--- src/rtl/mmu3AreaPkg.sv ---
package mmu3AreaPkg;
  localparam int DATA_W = 8;

  typedef struct packed {
    logic              wrBound;
    logic              wrBase1;
    logic              wrBase2;
    logic [DATA_W-1:0] data;
  } regStrobeT;

  typedef enum logic [1:0] {
    AREA_LOW  = 2'd0,
    AREA_MID  = 2'd1,
    AREA_HIGH = 2'd2
  } areaT;
endpackage

--- src/rtl/mmu3AreaCtrl.sv ---
module mmu3AreaCtrl
  import mmu3AreaPkg::*;
(
  input  logic              regWrEn,
  input  logic [1:0]        regAddr,
  input  logic [DATA_W-1:0] regWrData,
  output regStrobeT         strobe
);
  always_comb begin
    strobe         = '0;
    strobe.data    = regWrData;
    if (regWrEn) begin
      unique case (regAddr)
        2'd0:    strobe.wrBound = 1'b1;
        2'd1:    strobe.wrBase1 = 1'b1;
        2'd2:    strobe.wrBase2 = 1'b1;
        default: ; // index 3 has no storage
      endcase
    end
  end
endmodule

--- src/rtl/mmu3AreaDatapath.sv ---
module mmu3AreaDatapath
  import mmu3AreaPkg::*;
#(
  parameter int LOG_W  = 16,
  parameter int PHYS_W = 20,
  parameter int PAGE_W = 4
) (
  input  logic              clk,
  input  logic              rstN,
  input  regStrobeT         strobe,
  input  logic [1:0]        regAddr,
  output logic [DATA_W-1:0] regRdData,
  input  logic [LOG_W-1:0]  logAddr,
  output logic [PHYS_W-1:0] physAddr
);
  localparam int OFS_SHIFT = LOG_W - PAGE_W;
  localparam int EXT_W     = PHYS_W - LOG_W;
  localparam logic [PAGE_W-1:0] PAGE_TOP = '1;

  logic [PAGE_W-1:0] lowerBound, upperBound;
  logic [DATA_W-1:0] base1Reg, base2Reg;
  logic [PAGE_W-1:0] page;
  areaT              area;
  logic [DATA_W-1:0] baseSel;
  logic [PHYS_W-1:0] offset;

  always_ff @(posedge clk or negedge rstN) begin
    if (!rstN) begin
      lowerBound <= PAGE_TOP;
      upperBound <= PAGE_TOP;
      base1Reg   <= '0;
      base2Reg   <= '0;
    end else begin
      if (strobe.wrBound) begin
        lowerBound <= strobe.data[PAGE_W-1:0];
        upperBound <= strobe.data[2*PAGE_W-1:PAGE_W];
      end
      if (strobe.wrBase1) base1Reg <= strobe.data;
      if (strobe.wrBase2) base2Reg <= strobe.data;
    end
  end

  always_comb begin
    unique case (regAddr)
      2'd0:    regRdData = {upperBound, lowerBound};
      2'd1:    regRdData = base1Reg;
      2'd2:    regRdData = base2Reg;
      default: regRdData = '0;
    endcase
  end

  assign page = logAddr[LOG_W-1:OFS_SHIFT];

  always_comb begin
    if (page >= upperBound)      area = AREA_HIGH;
    else if (page >= lowerBound) area = AREA_MID;
    else                         area = AREA_LOW;
  end

  always_comb begin
    unique case (area)
      AREA_MID:  baseSel = base1Reg;
      AREA_HIGH: baseSel = base2Reg;
      default:   baseSel = '0;
    endcase
  end

  assign offset   = PHYS_W'({baseSel, {OFS_SHIFT{1'b0}}});
  assign physAddr = {{EXT_W{1'b0}}, logAddr} + offset;
endmodule

--- src/rtl/mmu3Area.sv ---
module mmu3Area
  import mmu3AreaPkg::*;
#(
  parameter int LOG_W  = 16,
  parameter int PHYS_W = 20,
  parameter int PAGE_W = 4
) (
  input  logic              clk,
  input  logic              rstN,
  input  logic              regWrEn,
  input  logic [1:0]        regAddr,
  input  logic [7:0]        regWrData,
  output logic [7:0]        regRdData,
  input  logic [LOG_W-1:0]  logAddr,
  output logic [PHYS_W-1:0] physAddr
);
  regStrobeT strobe;

  mmu3AreaCtrl u_ctrl (
    .regWrEn   (regWrEn),
    .regAddr   (regAddr),
    .regWrData (regWrData),
    .strobe    (strobe)
  );

  mmu3AreaDatapath #(
    .LOG_W  (LOG_W),
    .PHYS_W (PHYS_W),
    .PAGE_W (PAGE_W)
  ) u_dp (
    .clk       (clk),
    .rstN      (rstN),
    .strobe    (strobe),
    .regAddr   (regAddr),
    .regRdData (regRdData),
    .logAddr   (logAddr),
    .physAddr  (physAddr)
  );
endmodule

--- config.mk ---
export PLATFORM = sky130hd
export DESIGN_NAME = mmu3Area
export DESIGN_NICKNAME = d
export VERILOG_FILES = /design/src/rtl/mmu3AreaPkg.sv /design/src/rtl/mmu3AreaCtrl.sv /design/src/rtl/mmu3AreaDatapath.sv /design/src/rtl/mmu3Area.sv
export SDC_FILE = /design/constraint.sdc
export NUM_CORES = 1
export LEC_CHECK = 0
export CORE_MARGIN = 10
export CORE_UTILIZATION = 49
export CTS_CLUSTER_SIZE = 12
export DETAILED_ROUTE_END_ITERATION = 12
export PLACE_DENSITY = 0.86
export REMOVE_ABC_BUFFERS = 1
export SLEW_MARGIN = 15
export SYNTH_ARGS = -nofsm -noshare
export SYNTH_HDL_FRONTEND = slang
export SYNTH_HIERARCHICAL = 1
export SYNTH_SLANG_ARGS = --single-unit
--- constraint.sdc ---
create_clock -name clk -period 11.6 [get_ports clk]
set_clock_uncertainty 0.15 [all_clocks]
set_input_delay 2.32 -clock clk [delete_from_list [all_inputs] [get_ports clk]]
set_output_delay 2.32 -clock clk [all_outputs]
set_load 0.005 [all_outputs]
==> results.toml <==
[yosys]
ys_seq_area_frac = 0.355
synth.distinct_cells = 32
async_reset_ff_frac = 1.00
synth_common_cells = "20 x buf_4, 18 x mux2_2, 17 x nand2_1"
synth-edff-count = 0
yosysTopAreaCell = "dfrtp_1"
synthCells = 170
synth_warnings = 6
avgSynthCellArea_um2 = 10.1
ys.flop_type = "dfrtp_1"
synth_most_common_cell = "buf_4"
synth.top_cells.by_area = "dfrtp_1 23%, dfstp_2 12%, mux2_2 12%"
synth_seq_cells = 24
synth_top_area_frac = 0.233
netlist_area_um2 = 1720

[final_layout]
fillers = 304
num_antenna_cells = 0
drive_above_1_share = 0.189
final_net_count = 223
fin_util = 0.586
syn2layout_area_growth_pct = 14.6

[placed_design]
port_buffers = 32
finalWeightedCongestion = 0.926
hpwl_um = 3080

[clock_tree]
cts_setup_buffers = 0
cts_tree = "done"
cts-root-buf = "clkbuf_4"
clk-insertion-delay-late_ns = 0.30
cts_max_level = 1
path_clk_slew_ns = 0.13
cts_resized = 0
cts_hold_buf = 0
numCtsBuffers = 3
clock-sinks = 24
clockBufferDepth = 2

[timing]
period_minus_slack_ns = 8.81
fin_crit_sh = 0.759
finalMaxSlewViolations = 0
hold_viol = 0
worst_pin_slew_ns = 1.07
rsz0062_at_grt = "no"
setup_violations = 0
fmax_ghz = 0.114
slew_headroom = 0.285
setup-tns-final_ns = 0

[detailed_routing]
firstDrtPassIters = 4
wire_per_inst_um = 17.5
drc = 0
topRoutingLayerUsed = "met4"
drt-met1-wl_um = 1660
via_per_inst = 5.66
wl_um = 3960
routed-wl-met2_um = 1880
vias = 1280
ant_nets = 0
drt_iter0_drc = 62
wl_met3_um = 408

[critical_path]
critical_path_required_ns = 9.13
path_cells = "clkdlybuf4s50_1 > inv_1 > ha_1 > nand2b_1 > a2111o_1 > a211oi_2 > a22oi_1 > inv_1 > ha_1 > a21oi_1 > nor2b_1 > o21a_1 > or2_2 > and3b_1 > xnor2_1 > clkdlybuf4s50_1"
critPathMaxFanout = 8
startpoint_type = "input port"
cp-startpoint = "logAddr[12]"
critPathKind = "in -> out"
reg2reg_depth = 2
crit_arrival_ns = 6.34
rrSetupSlack_ns = 10.56
critPathCapture = "physAddr[19]"
endpoint_kind = "primary output"
rr_startpoint = "u_dp/upperBound[2]"
r2r-end = "u_dp/upperBound[2]"
critical_path.slowest_cell = "a211oi_2"
crit_path_max_incr_delay_ns = 0.54

[power]
vdd_drop_max_uv = 89.5
power_density_nw_per_um2 = 159
power.leakage_uw = 0.000839

[grt]
grt_pass1_vias = 1406
overflow = 0
grt_pass1_wl_um = 6560
grtUsageTotal = 0.128
antenna_found_initial = 0
grt_start_max_net_pins = 25

[die]
num_io_pins = 57
num_rows = 21
die_x_um = 79.2
dieArea_um2 = 6280
core_um2 = 3360
start_util = 0.511
die_h_um = 79.2

[status]
status = "completed"

[flow_run]
maxCapViolations = 0

[hold_path]
min_path_type = "reg -> reg"
[area by class of cell]
class,instances,area [um2],area share
clock buffers,3,22.5,0.0114
clock inverters,1,30.0,0.0152
inverters,11,41.3,0.0210
multi-input cells,109,887,0.450
flip-flops and latches,24,611,0.310
well taps,46,57.6,0.0292
repair buffers,32,320,0.163
[flip-flops by register name, summed over array words and instances, names as in the netlist]
register	flops
u_dp/base1Reg	8
u_dp/base2Reg	8
u_dp/lowerBound	4
u_dp/upperBound	4
[cells by family (layout without fill, tap and decap cells)]
family                     Yosys count  count (layout)  synth area share
AOI/OAI and AO/OA                   31              31             0.123
and+or+nand+nor                     34              34             0.103
muxes                               27              27             0.170
DFF                                 24              24             0.355
xor gates and xnor gates             4               4            0.0204
adders and majority gates           13              13            0.0990
buffers and inverters               37              47             0.129
[cell usage in the layout (no fill, tap or decap), drive strengths merged]
master          n
mux2           18
a211oi          1
nand2          17
xor2            2
inv            11
mux2i           9
nand2b          4
or3             1
o21a            2
xnor2           2
bufinv          1
ha             12
a22o            4
clkbuf          3
a21oi           2
and2            1
a222oi          1
nor3b           1
fa              1
a22oi           3
a2111o          1
a2111oi         1
o21ai          16
or2             1
nor2b           3
nor2            2
nor3            1
dfstp           8
and3b           3
clkdlybuf4s50  32
dfrtp          16
[routing by layer]
layer	global-route usage	vias to the layer above
li1	-	590
met1	0.154	617
met2	0.205	71
met3	0.0462	2
met4	0.0448	0
met5	0	-
[per-stage QoR]
step	area (um2)	total power, uW	cells	setup WS [ns]	hold slack (ns)
global route	1970	335	226	2.49	0.421
global placement	1920	250	222	2.92	0.363
detailed placement	1920	255	222	2.79	0.372
CTS	1970	316	226	2.79	0.392
finish	1970	312	226	2.79	0.392
floorplan	1540	187	144	4.10	0.336
[how the worst min path moves through the flow]
stage                             startpoint            endpoint  cells past startpoint
after floorplan           u_dp/upperBound[2]  u_dp/upperBound[2]                      2
after detailed placement  u_dp/upperBound[3]  u_dp/upperBound[3]                      2
after CTS                 u_dp/upperBound[3]  u_dp/upperBound[3]                      2
final                     u_dp/lowerBound[1]  u_dp/lowerBound[1]                      2
after global placement    u_dp/lowerBound[1]  u_dp/lowerBound[1]                      2
after global routing      u_dp/upperBound[3]  u_dp/upperBound[3]                      2
[critical path, delay by kind of cell]
kind	cells	cell delay [ns]
AOI/OAI and AO/OA	5	1.52
buffers and inverters	4	1.16
and+or+nand+nor	4	0.69
adders and majority gates	2	0.50
xor gates and xnor gates	1	0.14
[report_power, final]
group / leakage (uW) / switching [uW] / internal, uW / total, uW
registers: 0.000273 / 13.4 / 103 / 116
clock network: 0.0000279 / 25.5 / 34.9 / 60.4
logic: 0.000538 / 57.2 / 78.9 / 136
total: 0.000839 / 96.1 / 216 / 312
Note: power is estimated with default switching activity, not from simulation.
